$ cat src/rtl/clkdiv_pkg.sv
package clkdiv_pkg;
  typedef enum logic [1:0] {
    ST_LOAD  = 2'd0,
    ST_DELAY = 2'd1,
    ST_RUN   = 2'd2
  } div_state_e;
endpackage

$ cat src/rtl/clkdiv_cfg.sv
module clkdiv_cfg #(
  parameter int RATIO_W = 3,
  parameter int PHASE_W = 3
) (
  input  logic               clk_i,
  input  logic               rst_ni,
  input  logic               load_i,
  input  logic [RATIO_W-1:0] ratio_i,
  input  logic [PHASE_W-1:0] phase_i,
  output logic [RATIO_W-1:0] ratio_q_o,
  output logic [RATIO_W-1:0] phase_q_o,
  output logic [RATIO_W-1:0] phase_nxt_o,
  output logic               chg_o
);
  localparam int MOD_W = (RATIO_W + 1 > PHASE_W) ? RATIO_W + 1 : PHASE_W;

  logic [MOD_W-1:0] len_w;
  logic [MOD_W-1:0] ph_w;

  assign len_w       = MOD_W'(ratio_i) + MOD_W'(1);
  assign ph_w        = MOD_W'(phase_i);
  // effective phase always below the division length
  assign phase_nxt_o = RATIO_W'(ph_w % len_w);
  assign chg_o       = (ratio_i != ratio_q_o) || (phase_nxt_o != phase_q_o);

  always_ff @(posedge clk_i or negedge rst_ni) begin
    if (!rst_ni) begin
      ratio_q_o <= '0;
      phase_q_o <= '0;
    end else if (load_i) begin
      ratio_q_o <= ratio_i;
      phase_q_o <= phase_nxt_o;
    end
  end

  p_cfg_hold_r6: assert property (@(posedge clk_i) disable iff (!rst_ni)
    !load_i |=> ($stable(ratio_q_o) && $stable(phase_q_o)));
endmodule

$ cat src/rtl/clkdiv_seq.sv
module clkdiv_seq
  import clkdiv_pkg::*;
#(
  parameter int RATIO_W = 3
) (
  input  logic               clk_i,
  input  logic               rst_ni,
  input  logic [RATIO_W-1:0] ratio_q_i,
  input  logic [RATIO_W-1:0] phase_q_i,
  input  logic [RATIO_W-1:0] phase_nxt_i,
  input  logic               chg_i,
  output logic               load_o,
  output logic               ce_o,
  output logic               clk_o
);
  div_state_e         state_q;
  logic [RATIO_W-1:0] pos_q;
  logic [RATIO_W-1:0] dly_q;
  logic [RATIO_W:0]   half_w;

  assign half_w = ({1'b0, ratio_q_i} + 1'b1) >> 1;
  assign load_o = (state_q == ST_LOAD) || ((state_q == ST_RUN) && (pos_q == ratio_q_i));
  assign ce_o   = (state_q == ST_RUN) && (pos_q == '0);
  assign clk_o  = (state_q == ST_RUN) && ((ratio_q_i == '0) || ({1'b0, pos_q} < half_w));

  always_ff @(posedge clk_i or negedge rst_ni) begin
    if (!rst_ni) begin
      state_q <= ST_LOAD;
      pos_q   <= '0;
      dly_q   <= '0;
    end else begin
      unique case (state_q)
        ST_DELAY: begin
          if (dly_q == '0) begin
            state_q <= ST_RUN;
            pos_q   <= '0;
          end else begin
            dly_q <= dly_q - 1'b1;
          end
        end
        default: begin
          if (load_o) begin
            // delay only on a fresh start or a changed setting
            if (((state_q == ST_LOAD) || chg_i) && (phase_nxt_i != '0)) begin
              state_q <= ST_DELAY;
              dly_q   <= phase_nxt_i - 1'b1;
            end else begin
              state_q <= ST_RUN;
              pos_q   <= '0;
            end
          end else begin
            pos_q <= pos_q + 1'b1;
          end
        end
      endcase
    end
  end

  p_ce_single_r1: assert property (@(posedge clk_i) disable iff (!rst_ni)
    (ce_o && (ratio_q_i != '0)) |=> !ce_o);
  p_ce_in_high_r2: assert property (@(posedge clk_i) disable iff (!rst_ni)
    ce_o |-> clk_o);
  p_div1_high_r3: assert property (@(posedge clk_i) disable iff (!rst_ni)
    ((state_q == ST_RUN) && (ratio_q_i == '0)) |-> (ce_o && clk_o));
  p_delay_bound_r4: assert property (@(posedge clk_i) disable iff (!rst_ni)
    (state_q == ST_DELAY) |-> (dly_q < phase_q_i));
endmodule

$ cat src/rtl/clkdiv_dcs.sv
module clkdiv_dcs #(
  parameter int RATIO_W = 3
) (
  input  logic               clk_i,
  input  logic               rst_ni,
  input  logic               en_i,
  input  logic [RATIO_W-1:0] ratio_q_i,
  output logic               active_o
);
  logic en_q;

  always_ff @(posedge clk_i or negedge rst_ni) begin
    if (!rst_ni) en_q <= 1'b1;
    else         en_q <= en_i;
  end

  assign active_o = en_q || (ratio_q_i != '0);

  p_dcs_forced_r7: assert property (@(posedge clk_i) disable iff (!rst_ni)
    (ratio_q_i != '0) |-> active_o);
endmodule

$ cat src/rtl/clkdiv_top.sv
module clkdiv_top #(
  parameter int RATIO_W = 3,
  parameter int PHASE_W = 3
) (
  input  logic               clk_i,
  input  logic               rst_ni,
  input  logic [RATIO_W-1:0] ratio_i,
  input  logic [PHASE_W-1:0] phase_i,
  input  logic               dcs_en_i,
  output logic               div_ce_o,
  output logic               div_clk_o,
  output logic               dcs_active_o
);
  logic               load_w;
  logic               chg_w;
  logic [RATIO_W-1:0] ratio_q_w;
  logic [RATIO_W-1:0] phase_q_w;
  logic [RATIO_W-1:0] phase_nxt_w;

  clkdiv_cfg #(.RATIO_W(RATIO_W), .PHASE_W(PHASE_W)) u_cfg (
    .clk_i       (clk_i),
    .rst_ni      (rst_ni),
    .load_i      (load_w),
    .ratio_i     (ratio_i),
    .phase_i     (phase_i),
    .ratio_q_o   (ratio_q_w),
    .phase_q_o   (phase_q_w),
    .phase_nxt_o (phase_nxt_w),
    .chg_o       (chg_w)
  );

  clkdiv_seq #(.RATIO_W(RATIO_W)) u_seq (
    .clk_i       (clk_i),
    .rst_ni      (rst_ni),
    .ratio_q_i   (ratio_q_w),
    .phase_q_i   (phase_q_w),
    .phase_nxt_i (phase_nxt_w),
    .chg_i       (chg_w),
    .load_o      (load_w),
    .ce_o        (div_ce_o),
    .clk_o       (div_clk_o)
  );

  clkdiv_dcs #(.RATIO_W(RATIO_W)) u_dcs (
    .clk_i     (clk_i),
    .rst_ni    (rst_ni),
    .en_i      (dcs_en_i),
    .ratio_q_i (ratio_q_w),
    .active_o  (dcs_active_o)
  );
endmodule

$ cat config.mk
export PLATFORM = sky130hd
export DESIGN_NAME = clkdiv_top
export DESIGN_NICKNAME = d
export VERILOG_FILES = /design/src/rtl/clkdiv_pkg.sv /design/src/rtl/clkdiv_cfg.sv /design/src/rtl/clkdiv_seq.sv /design/src/rtl/clkdiv_dcs.sv /design/src/rtl/clkdiv_top.sv
export SDC_FILE = /design/constraint.sdc
export NUM_CORES = 1
export LEC_CHECK = 0
export ABC_AREA = 1
export ABC_CLOCK_PERIOD_IN_PS = 2050
export BUFFER_PORTS_ARGS = -buffer_cell sky130_fd_sc_hd__buf_2
export CAP_MARGIN = 20
export CORE_ASPECT_RATIO = 0.9
export CORE_MARGIN = 4
export CORE_UTILIZATION = 55
export CTS_CLUSTER_DIAMETER = 120
export DETAILED_ROUTE_END_ITERATION = 8
export HOLD_SLACK_MARGIN = 0.02
export PLACE_DENSITY = 0.74
export SLEW_MARGIN = 25
export SYNTH_ARGS = -nofsm -noshare
export SYNTH_HDL_FRONTEND = slang
export SYNTH_HIERARCHICAL = 1
export SYNTH_SLANG_ARGS = --single-unit
$ cat constraint.sdc
create_clock -name clk_i -period 2.05 [get_ports clk_i]
set_input_delay 0.205 -clock clk_i [delete_from_list [all_inputs] [get_ports clk_i]]
set_output_delay 0.205 -clock clk_i [all_outputs]
set_load 0.02 [all_outputs]
* Word-level counts from Yosys, hierarchy flattened *
Cells that the tools add are included.

operators by class
  equality and inequality tests = 8
  multiplexer cells = 12
  divide/modulo/power cells = 1
  add/subtract/negate cells = 5
  magnitude comparators = 1
  reductions and logical operators = 20

operators with widths
  cell                                                                number
  3-bit 2-to-1 mux                                                    8
  3-bit logical NOT                                                   3
  3-bit by 1-bit adder with 4-bit output, second input constant       2
  2-bit 2-to-1 mux                                                    4
  3-bit != test                                                       2
  3-bit nonzero test                                                  2
  3-bit by 1-bit subtractor with 3-bit output, second input constant  2
  1-bit logical OR                                                    5
  1-bit logical AND                                                   4
  3-bit by 4-bit modulo with 4-bit output                             1
  2-bit AND reduction                                                 2
  2-bit nonzero test                                                  2
  3-bit by 1-bit adder with 3-bit output, second input constant       1
  3-bit == test                                                       1
  3-bit less-than comparator                                          1
  3-bit != test, second input constant                                1
  3-bit AND reduction                                                 1
  2-bit by 1-bit == test with 1-bit output, second input constant     1
  2-bit == test, second input constant                                1
  2-bit logical NOT                                                   1
  2-bit by 1-bit != test with 1-bit output, second input constant     1
  2-bit != test, second input constant                                1

storage, ports and cells
  logic and storage cells = 53
  output and inout port bits = 3
  input bits = 9
  flip-flop bits (word level) = 15

* Depth between registers and ports, before layout *
Gate-level depths: netlist (run 1).

  word-level depth = 9
  mapped depth = 36
  depth with buffers taken out = 36

* Hierarchy *
Netlist (run 1), hierarchy kept.

by module, submodules not included
  module      cells each  area an instance (sq um)  seq. area each (sq um)  instances
  clkdiv_cfg  118         848.3                     150.1                   1
  clkdiv_seq  98          665.6                     200.2                   1
  clkdiv_dcs  4           37.5                      26.3                    1

* Worst setup path after synthesis (run 1) *
Ideal clock, no wire load.

  path type = input to register
  start = input port ratio_i[0]
  end = register u_seq.dly_q[2]
  setup time = 0.116 ns
  stages = 32
  arrival = 4.168 ns
  slack = -2.234 ns
  buffers on the path = 0
  required time = 1.934 ns
  cells stage by stage = ha_1 > nor2_1 > o211ai_1 > inv_1 > ha_1 > nand2_1 > nand3_1 > nand3_1 > nand2_1 > nand2_1 > ha_1 > nand2_1 > inv_1 > nand3_1 > nand3_2 > nand2_1 > nand2_1 > fa_1 > nand3b_1 > nand3_2 > inv_1 > or2_2 > nand3_1 > nand2_1 > nand4_2 > inv_1 > o21ai_1 > nand2_1 > a21oi_4 > nand2_4 > nand2_1 > nand2_1

on the way
  longest elaborated chain between the ends = 8
  elaborated cells on any way between the ends = 14
  classes of those cells = add/sub (2); div (1); eq/ne (2); mux (3); reduce/logical (6)

ends and longest elaborated chain
  item                                     line              text
  start, declared                          clkdiv_top.sv:7   input logic [RATIO_W-1:0] ratio_i,
  3-bit by 1-bit adder with 4-bit output   clkdiv_cfg.sv:20  assign len_w = MOD_W'(ratio_i) + MOD_W'(1);
  3-bit by 4-bit modulo with 4-bit output  clkdiv_cfg.sv:23  assign phase_nxt_o = RATIO_W'(ph_w % len_w);
  3-bit != test                            clkdiv_cfg.sv:24  assign chg_o = (ratio_i != ratio_q_o) || (phase_nxt_o != phase_q_o);
  1-bit logical OR *                       clkdiv_cfg.sv:24
  via chg_w                                clkdiv_top.sv:15  logic chg_w;
  1-bit logical OR *                       clkdiv_seq.sv:44  if (((state_q == ST_LOAD) || chg_i) && (phase_nxt_i != '0)) begin
  1-bit logical AND *                      clkdiv_seq.sv:44
  2-bit nonzero test (no line) *           -
  3-bit AND reduction (no line) *          -
  end signal, assigned                     clkdiv_seq.sv:38  dly_q <= dly_q - 1'b1;
  end signal, assigned                     clkdiv_seq.sv:46  dly_q <= phase_nxt_i - 1'b1;
  end, declared                            clkdiv_seq.sv:18  logic [RATIO_W-1:0] dly_q;

The timed path passes the listed nets; every way through them passes the cells marked *. The select of a mux whose other input is x is not followed.
A chain may end at the register's enable or synchronous reset.

* Final worst setup path (run 1) *
  start = input port phase_i[2]
  end = register u_seq.pos_q[0]

on the way
  longest elaborated chain between the ends = 7
  elaborated cells on any way between the ends = 8
  classes of those cells = div (1); eq/ne (2); reduce/logical (5)

ends and longest elaborated chain
  item                                     line              text
  start, declared                          clkdiv_top.sv:8   input logic [PHASE_W-1:0] phase_i,
  3-bit by 4-bit modulo with 4-bit output  clkdiv_cfg.sv:23
  3-bit != test                            clkdiv_cfg.sv:24
  1-bit logical OR                         clkdiv_cfg.sv:24
  via chg_w                                clkdiv_top.sv:15
  1-bit logical OR                         clkdiv_seq.sv:44
  1-bit logical AND                        clkdiv_seq.sv:44
  3-bit != test (no line)                  -
  2-bit AND reduction (no line)            -
  end signal, assigned                     clkdiv_seq.sv:52  pos_q <= pos_q + 1'b1;
  end, declared                            clkdiv_seq.sv:17  logic [RATIO_W-1:0] pos_q;

The timed path passes the listed nets, and every way through them passes these cells.

==> results of run 1 <==
[stage by stage]
step / hold WS, ps / util (%)
6_report: 333.2 / 94.02
5_1_grt: 317.4 / 94.02
4_1_cts: 275.7 / 86.39
3_5_place_dp: 117.6 / 76.37
3_3_place_gp: 122.1 / 76.37
2_1_floorplan: -90.59 / -
[critical path, delay by kind of cell]
family / cells / cell delay (ps)
AND/OR/NAND/NOR: 15 / 1680
AO/OA/AOI/OAI: 6 / 1230
adder cells (fa/ha/maj): 4 / 910
buffers and inverters: 7 / 690
[area by class of cell]
cell class / count / area [sq um]
Tap cell: 38 / 47.55
Fill cell: 84 / 153.9
Inverter: 34 / 135.1
Clock buffer: 4 / 26.28
Multi-Input combinational cell: 170 / 1404
Sequential cell: 15 / 379.1
Timing Repair Buffer: 55 / 427.9
[cells by family after synthesis]
kind of cell | count (synthesis) | share of synthesized area (%)
DFF | 15 | 24.27
xor gates and xnor gates | 8 | 4.516
adders and majority gates | 21 | 17.42
muxes | 1 | 0.7258
AOI/OAI and AO/OA | 17 | 7.016
and+or+nand+nor | 123 | 37.26
buffers and inverters | 35 | 8.790
[power breakdown]
| part | leakage (nW) | switching [W] | total, W | internal [W] |
|---|---|---|---|---|
| Sequential | 0.168 | 0.000000666 | 0.000298 | 0.000297 |
| Clock | 0.0150 | 0.000102 | 0.000178 | 0.0000757 |
| Combinational | 1.07 | 0.000698 | 0.00123 | 0.000528 |
| Total | 1.26 | 0.000801 | 0.00170 | 0.000901 |
[how the worst min path moves through the flow]
stage,startpoint,end,cells past startpoint
after floorplan,rst_ni,u_cfg/phase_q_o[0],0
after global placement,rst_ni,u_cfg/ratio_q_o[2],1
after detailed placement,rst_ni,u_cfg/ratio_q_o[2],1
after CTS,ratio_i[2],u_cfg/ratio_q_o[2],4
after global routing,ratio_i[1],u_cfg/ratio_q_o[1],3
final,rst_ni,u_cfg/ratio_q_o[2],2
[timing repair]
action                                  4_1_cts  5_1_grt
pin swaps                                    31       24
endpoints found under the setup margin       11       12
setup buffers                                 6        9
gates resized for setup                      33       36
endpoints found under the hold margin        15        0
hold buffers                                  2        0
[sequential cells by signal, indices dropped and copies added, names as in the netlist]
| register | flops |
|---|---|
| u_seq/pos_q | 3 |
| u_cfg/ratio_q_o | 3 |
| u_seq/state_q | 2 |
| u_cfg/phase_q_o | 3 |
| u_dcs/en_q | 1 |
| u_seq/dly_q | 3 |
[synthesized netlist by cell type (2+ instances only)]
| master | count | area [sq um] |
|---|---|---|
| nand4_1 | 4 | 25.02 |
| xnor2_1 | 2 | 17.52 |
| inv_2 | 2 | 7.510 |
| nor3_1 | 2 | 10.01 |
| o21ai_0 | 4 | 20.02 |
| inv_1 | 31 | 116.4 |
| o211ai_1 | 2 | 15.01 |
| nand3_1 | 21 | 105.1 |
| nor2_1 | 15 | 56.30 |
| o21ai_1 | 3 | 15.01 |
| nand2_1 | 65 | 244.0 |
| dfrtp_1 | 14 | 350.3 |
| nand3_2 | 5 | 50.05 |
| nand2_2 | 5 | 31.28 |
| nand2_4 | 2 | 22.52 |
| ha_1 | 20 | 250.2 |
| a21oi_1 | 6 | 30.03 |
| xor2_1 | 6 | 52.55 |
[per-layer routing]
metal	up-vias	GRT usage [%]	wire length (microns)
met5	-	0	0
met4	0	8.615	689
met3	103	4.389	904
met2	266	57.14	3261
met1	965	33.25	2437
li1	821	-	-
==> implementation parameters, run 1 <==
Parameter                              Value

Outcome
  Run status ... finished, violations left
  Violations in the final reports ... negative setup slack

Worst setup path
  Critical register-to-register path endpoint ... u_seq/pos_q[0]
  Endpoint type of the worst setup path ... flop
  Reg2Reg Depth ... 12
  Worst reg2reg setup slack ... -90 ps
  Launching element type of the critical path ... primary input
  Data arrival, critical path ... 4730 ps
  Slowest stage cell on the critical path ... o31ai_4
  Critical Path End ... u_seq/pos_q[0]
  R2r startpoint ... u_cfg/ratio_q_o[2]
  Worst setup startpoint ... phase_i[2]
  Required time of the critical path ... 2280 ps
  Critical path class ... primary input to flop
  Maximum cell stage delay along the critical path ... 370 ps
  Maximum fanout count along the critical path ... 6

Timing
  Final hold violation count ... 0
  RSZ-0062 raised after global routing ... true
  Highest Clock Rate ... 222.6 MHz
  Largest clock skew in the final design ... 12.20 ps
  Fin crit period ... 4492 ps
  Fin Setup TNS ... -23170 ps
  Pins Over Slew Limit ... 0
  Max-slew headroom at the worst pin ... 72.11%
  Number of failing setup endpoints in the final timing report ... 12
  Final WS setup ... -2442 ps
  Pin slew with the least headroom to its limit ... 415.2 ps
  Fin crit share ... 219.1%

Placement
  GP Congestion ... 0.8832
  Post-DP Area ... 0.001966 sq mm
  Post-Place Cells ... 295
  HPWL after DPL ... 3199 microns
  Number of port buffers ... 11
  Worst slack, placed ... -2572 ps

Final layout
  Growth of design area from synthesis to finish ... 55.97%
  Count of placed standard cells in the final layout, fillers left out ... 316
  Top library cells by usage in the layout, fill and taps aside ... nand2_1 (46), buf_4 (41), inv_1 (27)
  Count of inserted antenna diode cells ... 0
  Leading cell type in the layout, fill and taps excluded ... nand2_1
  Total number of nets in the final design ... 309
  Ratio of cells with drive above 1 in the final layout ... 48.20%
  Design Area, Final ... 0.002420 sq mm

Floorplan
  Placeable core region ... 0.002574 sq mm
  Area of the die ... 0.003736 sq mm
  Top-Level Pins ... 12
  Die extent in y ... 58.39 microns
  Die span in x ... 63.99 microns
  Initial core utilization ... 60.28%
  Floorplan row count ... 17

GRT
  Total global routing track utilization ... 29.45%
  First-pass GRT wire length ... 8473 microns
  Vias in the first global route ... 1781
  Antenna violations before repair ... 0
  Overflow after GRT ... 0
  Maximum number of pins on one net before global-route repair ... 16

Synthesis
  Portion of the post-synthesis area used by sequential elements ... 24.27%
  Avg Inst Size Synth ... 7.052 sq um
  Proportion of register bits with asynchronous set or reset after synthesis ... 100.0%
  Number of synthesized register bits ... 15
  Main synth FF type ... dfrtp_1
  EDFF count, synth ... 0
  Mapped cell area ... 0.001551 sq mm
  Number of distinct library cells after synthesis ... 29
  Yosys warns ... 6
  Number of cells produced by synthesis ... 220
  Post-synthesis net count ... 250

Routing
  Post-detailed-routing wire length ... 7293 microns
  Per-cell routed wire length ... 23.08 microns
  DRC Markers ... 0
  Routed via count ... 2155
  Router iterations before antenna repair ... 6
  Number of vias per cell ... 6.820
  Post-detailed-route count of antenna-violating nets ... 0
  Iter 0 DRT Violations ... 497

Clocking
  TritonCTS buffer count ... 3
  Root buffer selected by CTS ... clkbuf_4
  Clk_lat worst skew ... 290 ps
  H-tree level count ... 1
  Clock transition at path regs ... 100 ps
  Sinks on the clock net ... 15
  CTS tree ... yes
  Deepest clock path buffer count ... 2

Power
  Power density over the cells ... 703.4 mW/mm^2
  PnR Total Power ... 0.001702 W
  Leakage power summed over all cells ... 1.255 nW
  Max IR drop VDD ... 0.6582 mV

Min path
  Path class of the lowest-slack min-delay path ... primary input to async pin

Job
  Reported max-cap violation count ... 0
(Power assumes the default switching activity.)
==> run 2: changes to the inputs <==
--- a/config.mk
+++ b/config.mk
@@ -6,14 +6,15 @@
 export NUM_CORES = 1
 export LEC_CHECK = 0
 export ABC_AREA = 1
-export ABC_CLOCK_PERIOD_IN_PS = 2050
+export ABC_CLOCK_PERIOD_IN_PS = 5300
 export BUFFER_PORTS_ARGS = -buffer_cell sky130_fd_sc_hd__buf_2
 export CAP_MARGIN = 20
 export CORE_ASPECT_RATIO = 0.9
-export CORE_MARGIN = 4
+export CORE_MARGIN = 2
 export CORE_UTILIZATION = 55
 export CTS_CLUSTER_DIAMETER = 120
 export DETAILED_ROUTE_END_ITERATION = 8
+export GPL_ROUTABILITY_DRIVEN = 0
 export HOLD_SLACK_MARGIN = 0.02
 export PLACE_DENSITY = 0.74
 export SLEW_MARGIN = 25
==> constraint.sdc (replaced) <==
create_clock -name clk_i -period 5.3 [get_ports clk_i]
set_input_delay 0.53 -clock clk_i [delete_from_list [all_inputs] [get_ports clk_i]]
set_output_delay 0.53 -clock clk_i [all_outputs]
set_load 0.02 [all_outputs]
==> run 2 against run 1 <==
  * The flow now finishes without violations
  * Die area down 13%
  * Core utilization shrank 32 points
  * Combinational power is 81% lower
  * Count of clock-buffer cells in the layout did not move
  * Sequential share of layout area up 6.5 points
  * Worst hold slack lost 210 ps
  * Final cell count shrank 13%
  * Flip-flop and latch count stayed put
  * Largest power group unchanged
==> implementation parameters, run 2 (synthesis gave the netlist of run 1 again) <==
Parameter                              Value

Outcome
  Run status ... finished, final reports clean (was finished, violations left)

Timing
  Number of failing setup endpoints in the final timing report ... 0 (was 12)
  RSZ-0062 raised after global routing ... false (was true)
  Largest clock skew in the final design ... 1.507 ps (was 12.20 ps)
  Max-slew headroom at the worst pin ... 74.24% (was 72.11%)
  Final WS setup ... 393.7 ps (was -2442 ps)
  Pin slew with the least headroom to its limit ... 385.5 ps (was 415.2 ps)
  Fin crit period ... 4906 ps
  Pins Over Slew Limit ... 0 (unchanged)
  Fin crit share ... 92.57%
  Highest Clock Rate ... 203.8 MHz
  Fin Setup TNS ... 0 ps (was -23170 ps)
  Final hold violation count ... 0 (unchanged)

Final layout
  Growth of design area from synthesis to finish ... 9.516% (was 55.97%)
  Leading cell type in the layout, fill and taps excluded ... nand2_1 (unchanged)
  Count of inserted antenna diode cells ... 0 (unchanged)
  Total number of nets in the final design ... 265 (was 309)
  Ratio of cells with drive above 1 in the final layout ... 15.81% (was 48.20%)
  Top library cells by usage in the layout, fill and taps aside ... nand2_1 (65), inv_1 (31), nand3_1 (21) (was nand2_1 (46), buf_4 (41), inv_1 (27))
  Number of inserted filler cells in the final layout ... 252 (was 84)

Clocking
  Clk_lat worst skew ... 290 ps (about the same)
  CTS tree ... yes (unchanged)
  Sinks on the clock net ... 15 (unchanged)
  Clock transition at path regs ... 90 ps (was 100 ps)
  TritonCTS buffer count ... 3 (unchanged)
  Total setup buffers inserted after CTS ... 0 (was 6)
  Deepest clock path buffer count ... 2 (unchanged)
  Root buffer selected by CTS ... clkbuf_4 (unchanged)
  H-tree level count ... 1 (unchanged)

Routing
  Post-detailed-route count of antenna-violating nets ... 0 (unchanged)
  DRC Markers ... 0 (unchanged)
  Iter 0 DRT Violations ... 64 (was 497)
  Number of vias per cell ... 4.985 (was 6.820)
  Routed via count ... 1366 (was 2155)
  Router iterations before antenna repair ... 4 (was 6)
  Per-cell routed wire length ... 10.85 microns (was 23.08 microns)
  Post-detailed-routing wire length ... 2972 microns (was 7293 microns)

Worst setup path
  R2r startpoint ... u_cfg/ratio_q_o[2] (unchanged)
  Cell class contributing the biggest share of worst-path delay ... simple AND/OR/NAND/NOR gates (unchanged)
  Maximum cell stage delay along the critical path ... 430 ps (was 370 ps)
  Critical path class ... primary input to flop (unchanged)
  Maximum fanout count along the critical path ... 8 (was 6)
  Required time of the critical path ... 5500 ps (was 2280 ps)
  Worst setup startpoint ... ratio_i[0] (was phase_i[2])
  Buf/Inv on CP ... 5 (was 7)
  Launching element type of the critical path ... primary input (unchanged)
  Data arrival, critical path ... 5100 ps (was 4730 ps)
  Top cell by count, worst path ... nand2_1
  Slowest stage cell on the critical path ... fa_1 (was o31ai_4)
  Endpoint type of the worst setup path ... flop (unchanged)

Placement
  Number of port buffers ... 11 (unchanged)
  Worst slack, placed ... 85.46 ps (was -2572 ps)
  HPWL after DPL ... 2336 microns (was 3199 microns)

Floorplan
  Initial core utilization ... 56.93% (was 60.28%)
  Placeable core region ... 0.002725 sq mm (was 0.002574 sq mm)
  Die extent in y ... 54.39 microns (was 58.39 microns)
  Die span in x ... 59.99 microns (was 63.99 microns)
  Floorplan row count ... 18 (was 17)
  Top-Level Pins ... 12 (unchanged)
  Area of the die ... 0.003262 sq mm (was 0.003736 sq mm)

GRT
  Total global routing track utilization ... 20.16% (was 29.45%)
  First-pass GRT wire length ... 4995 microns (was 8473 microns)
  Vias in the first global route ... 1190 (was 1781)
  Overflow after GRT ... 0 (unchanged)
  Maximum number of pins on one net before global-route repair ... 16 (unchanged)
  Antenna violations before repair ... 0 (unchanged)

Power
  PnR Total Power ... 0.0004146 W (was 0.001702 W)
  Power density over the cells ... 244.0 mW/mm^2 (was 703.4 mW/mm^2)
  Max IR drop VDD ... 0.1914 mV (was 0.6582 mV)
  Leakage power summed over all cells ... 0.9914 nW (was 1.255 nW)

Min path
  Path class of the lowest-slack min-delay path ... primary input to async pin (unchanged)

Job
  Reported max-cap violation count ... 0 (unchanged)
==> run 2: cell count changes in the layout (fill, tap and decap cells not counted), sizes merged <==
cell	previous run	this run
buf	53	10
dlygate4sd3	2	0
clkbuf	4	5
==> run 2: final timing paths <==
kind,cells past startpoint,end,slack [ps]
hold reg to reg,2,u_seq/dly_q[0],510
max in group asynchronous,1,u_dcs/en_q,4870
setup reg to reg,11,u_seq/pos_q[2],3510
hold / removal,1,u_seq/pos_q[2],130
min in group clk_i,1,u_dcs/en_q,330
setup / recovery,34,u_seq/dly_q[2],390
==> run 2: where the power goes <==
part / total (W) / switching [W] / internal [W]
Combinational: 0.000230 / 0.000145 / 0.0000845
Clock: 0.0000699 / 0.0000405 / 0.0000293
Sequential: 0.000115 / 0.0000000879 / 0.000115
==> run 2: routing by layer <==
layer / GRT usage [%] / share of wire (%) / vias to the layer above
met2: 30.62 / 41 / 18
li1: - / - / 734
met5: 0 / 0 / -
met1: 30.16 / 56 / 614
met3: 4.492 / 3.2 / 0
met4: 1.852 / 0 / 0
==> run 2: repair_timing <==
action                     in CTS  in global routing
hold endpoints to repair        0                  0
hold buffers                    0                  0
setup endpoints to repair       0                  2
gates resized for setup         0                  3
==> run 2: metrics by stage <==
step	hold slack [ps]	std cells	area, sq um	utilization (%)
global placement	455.9	270	1649	60.51
finish	128.2	274	1699	62.35
detailed placement	457.1	270	1649	60.51
floorplan	234.4	220	1551	-
CTS	132.0	274	1675	61.48
global route	148.1	274	1699	62.35
==> run 2: final cells by class <==
type                            count  area [sq um]  share of cell area [%]
Clock buffer                        4         26.28                   1.546
Inverter                           34         128.9                   7.585
Multi-Input combinational cell    170          1060                   62.37
Sequential cell                    15         376.6                   22.16
Tap cell                           40         50.05                   2.946
Timing Repair Buffer               11         57.56                   3.387
==> run 3: changes to the inputs <==
--- a/config.mk
+++ b/config.mk
@@ -20,5 +20,4 @@
 export SLEW_MARGIN = 25
 export SYNTH_ARGS = -nofsm -noshare
 export SYNTH_HDL_FRONTEND = slang
-export SYNTH_HIERARCHICAL = 1
 export SYNTH_SLANG_ARGS = --single-unit
==> constraint.sdc (replaced) <==
create_clock -name clk_i -period 5.3 [get_ports clk_i]
set_input_delay 1.06 -clock clk_i [delete_from_list [all_inputs] [get_ports clk_i]]
set_output_delay 1.06 -clock clk_i [all_outputs]
set_load 0.02 [all_outputs]
==> run 3 against run 2 <==
  * Cell area rose by 8.0%
  * Via count rose by 1.8%
  * Count of clock-buffer cells in the layout did not move
  * Critical endpoint is now u_seq.dly_q[2]
  * Highest routed layer is now met4
==> implementation parameters, run 3 <==
Parameter                              Value

Outcome
  Run status ... finished, final reports clean (unchanged)

Clocking
  H-tree level count ... 1 (unchanged)
  Clock transition at path regs ... 90 ps (about the same)
  Clk_lat worst skew ... 280 ps (was 290 ps)
  Root buffer selected by CTS ... clkbuf_4 (unchanged)
  TritonCTS buffer count ... 3 (unchanged)
  Deepest clock path buffer count ... 2 (unchanged)
  Sinks on the clock net ... 15 (unchanged)
  CTS tree ... yes (unchanged)

Power
  Leakage power summed over all cells ... 0.9787 nW (was 0.9914 nW)
  Max IR drop VDD ... 0.3454 mV (was 0.1914 mV)
  Power density over the cells ... 512.4 mW/mm^2 (was 244.0 mW/mm^2)

Routing
  Number of vias per cell ... 4.929 (was 4.985)
  Post-detailed-routing wire length ... 3081 microns (was 2972 microns)
  Routed via count ... 1390 (was 1366)
  Router iterations before antenna repair ... 4 (unchanged)
  Per-cell routed wire length ... 10.93 microns (was 10.85 microns)
  DRC Markers ... 0 (unchanged)
  Post-detailed-route count of antenna-violating nets ... 0 (unchanged)
  Iter 0 DRT Violations ... 86 (was 64)

Worst setup path
  Launching element type of the critical path ... primary input (unchanged)
  Critical path class ... primary input to flop (unchanged)
  Reg2Reg Depth ... 10 (was 11)
  Maximum cell stage delay along the critical path ... 310 ps (was 430 ps)
  Critical register-to-register path endpoint ... u_seq.dly_q[2] (was u_seq/pos_q[2])
  Endpoint type of the worst setup path ... flop (unchanged)
  Maximum fanout count along the critical path ... 6 (was 8)
  Top cell by count, worst path ... nand2_1 (unchanged)
  R2r startpoint ... u_seq.state_q[1] (was u_cfg/ratio_q_o[2])
  Required time of the critical path ... 5480 ps (was 5500 ps)
  Worst reg2reg setup slack ... 3280 ps (was 3510 ps)
  Data arrival, critical path ... 5070 ps (was 5100 ps)
  Slowest stage cell on the critical path ... ha_1 (was fa_1)

Min path
  Path class of the lowest-slack min-delay path ... flop to flop (was primary input to async pin)
  Worst-case hold path end point ... u_cfg.phase_q_o[0]
  Beginning of the worst hold path ... u_cfg.phase_q_o[0]
  Hold Crit Depth ... 2

Synthesis
  EDFF count, synth ... 0 (unchanged)
  Number of synthesized register bits ... 15 (unchanged)
  Mapped cell area ... 0.001554 sq mm (was 0.001551 sq mm)
  Post-synthesis net count ... 245 (was 250)
  Most instantiated library cell after synthesis ... nand2_1 (unchanged)
  Dominant cell type by area after synthesis ... dfrtp_1 (unchanged)
  Largest cells by area after synthesis ... dfrtp_1 (23%), ha_1 (17%), nand2_1 (14%) (was dfrtp_1 (23%), ha_1 (16%), nand2_1 (16%))
  Yosys warns ... 0 (was 6)
  Number of distinct library cells after synthesis ... 32 (was 29)
  Number of cells produced by synthesis ... 214 (was 220)
  Main synth FF type ... dfrtp_1 (unchanged)
  Proportion of register bits with asynchronous set or reset after synthesis ... 100.0% (unchanged)
  Proportion of netlist area held by the largest area contributor ... 22.54% (was 22.58%)
  Avg Inst Size Synth ... 7.262 sq um (was 7.052 sq um)
  Portion of the post-synthesis area used by sequential elements ... 24.24% (was 24.27%)
  List of most frequent post-synthesis cells ... nand2_1 (59), inv_1 (26), ha_1 (21), nand3_1 (17), dfrtp_1 (14) (was nand2_1 (65), inv_1 (31), nand3_1 (21), ha_1 (20), nor2_1 (15))

Placement
  HPWL after DPL ... 2513 microns (was 2336 microns)
  Post-DP Area ... 0.001765 sq mm (was 0.001649 sq mm)
  Number of port buffers ... 11 (unchanged)
  Post-Place Cells ... 278 (was 270)

Final layout
  Number of inserted filler cells in the final layout ... 244 (was 252)
  Top library cells by usage in the layout, fill and taps aside ... nand2_1 (57), inv_1 (25), ha_1 (20) (was nand2_1 (65), inv_1 (31), nand3_1 (21))
  Design Area, Final ... 0.001836 sq mm (was 0.001699 sq mm)
  FF+latch area ... 376.6 sq um (unchanged)
  Count of placed standard cells in the final layout, fillers left out ... 282 (was 274)
  Count of inserted antenna diode cells ... 0 (unchanged)
  Ratio of cells with drive above 1 in the final layout ... 26.45% (was 15.81%)
  Leading cell type in the layout, fill and taps excluded ... nand2_1 (unchanged)
  Total number of nets in the final design ... 274 (was 265)
  Finished Core Util ... 67.36% (was 62.35%)
  Growth of design area from synthesis to finish ... 18.12% (was 9.516%)
  Area of the multi-input gates ... 0.001095 sq mm (was 0.001060 sq mm)

Floorplan
  Die extent in y ... 54.43 microns (was 54.39 microns)
  Die span in x ... 60.03 microns (was 59.99 microns)
  Area of the die ... 0.003267 sq mm (was 0.003262 sq mm)
  Top-Level Pins ... 12 (unchanged)
  Placeable core region ... 0.002725 sq mm (unchanged)
  Initial core utilization ... 57.02% (was 56.93%)
  Floorplan row count ... 18 (unchanged)

Timing
  Largest clock skew in the final design ... 1.238 ps (was 1.507 ps)
  Fin crit share ... 92.20% (was 92.57%)
  Pins Over Slew Limit ... 0 (unchanged)
  Max-slew headroom at the worst pin ... 49.69% (was 74.24%)
  Highest Clock Rate ... 204.6 MHz (was 203.8 MHz)
  Fin crit period ... 4887 ps (was 4906 ps)
  Pin slew with the least headroom to its limit ... 748.2 ps (was 385.5 ps)
  Final hold violation count ... 0 (unchanged)
  Number of failing setup endpoints in the final timing report ... 0 (unchanged)

GRT
  Antenna violations before repair ... 0 (unchanged)
  Overflow after GRT ... 0 (unchanged)
  First-pass GRT wire length ... 5181 microns (was 4995 microns)
  Vias in the first global route ... 1238 (was 1190)
  Maximum number of pins on one net before global-route repair ... 16 (unchanged)
  Total global routing track utilization ... 20.92% (was 20.16%)

Job
  Reported max-cap violation count ... 0 (unchanged)
-- run 3: final cells by class --
class	count	area share [%]
Tap cell	40	2.727
Timing Repair Buffer	27	9.543
Multi-Input combinational cell	166	59.65
Inverter	30	6.135
Sequential cell	15	20.52
Clock buffer	4	1.431
-- run 3: metal layers --
metal	global-route usage (%)	share of wire, %
met5	0	0
met1	29.77	53
met2	32.97	44
met4	3.704	0.49
met3	4.492	2.7
-- run 3: how the worst max path moves through the flow --
stage	start	cells after the start	slack, ps	to
final	ratio_i[0]	33	410	u_seq.dly_q[2]
after detailed placement	ratio_i[0]	29	-7	u_seq.dly_q[2]
after global placement	ratio_i[0]	29	30	u_seq.dly_q[2]
after CTS	ratio_i[0]	29	290	u_seq.dly_q[2]
after global routing	ratio_i[0]	34	-20	u_seq.dly_q[2]
after floorplan	ratio_i[0]	30	370	u_seq.dly_q[0]
-- run 3: worst max-delay path: cells and delay by family --
kind	cells	cell delay (ps)
and+or+nand+nor	16	1460
adders and majority gates	5	1320
AOI/OAI and AO/OA	6	630
buffers and inverters	6	540
-- run 3: cell families (layout without fill, tap and decap cells) --
kind of cell,count (synthesis),count (layout),synth area share (%)
AND/OR/NAND/NOR,113,113,36.07
buffers and inverters,33,61,8.131
AO/OA/AOI/OAI,23,23,8.857
adder cells (fa/ha/maj),22,22,18.20
flip-flops,15,15,24.24
XOR/XNOR,8,8,4.509
-- run 3: metrics by stage --
step | setup WS, ps | TNS [ps] | power (W) | hold WS, ps
6_report | 413.4 | 0 | 0.0009406 | 515.5
5_1_grt | -16.40 | -38.74 | 0.001063 | 555.9
4_1_cts | 290.4 | 0 | 0.0009341 | 523.8
3_5_place_dp | -6.802 | -6.802 | 0.0008624 | 503.7
3_3_place_gp | 33.38 | 0 | 0.0008455 | 496.3
2_1_floorplan | 372.2 | 0 | 0.0007021 | 475.3
-- run 3: power breakdown --
| part | internal [W] | switching, W |
|---|---|---|
| combinational | 0.000267 | 0.000367 |
| sequential | 0.000174 | 0.0000657 |
| clock | 0.0000293 | 0.0000376 |
| total | 0.000471 | 0.000470 |
-- run 3: timing repair --
item	in CTS	in global routing
hold buffers	0	0
endpoints found under the setup margin	0	7
setup buffers	0	0
resized for setup	0	10
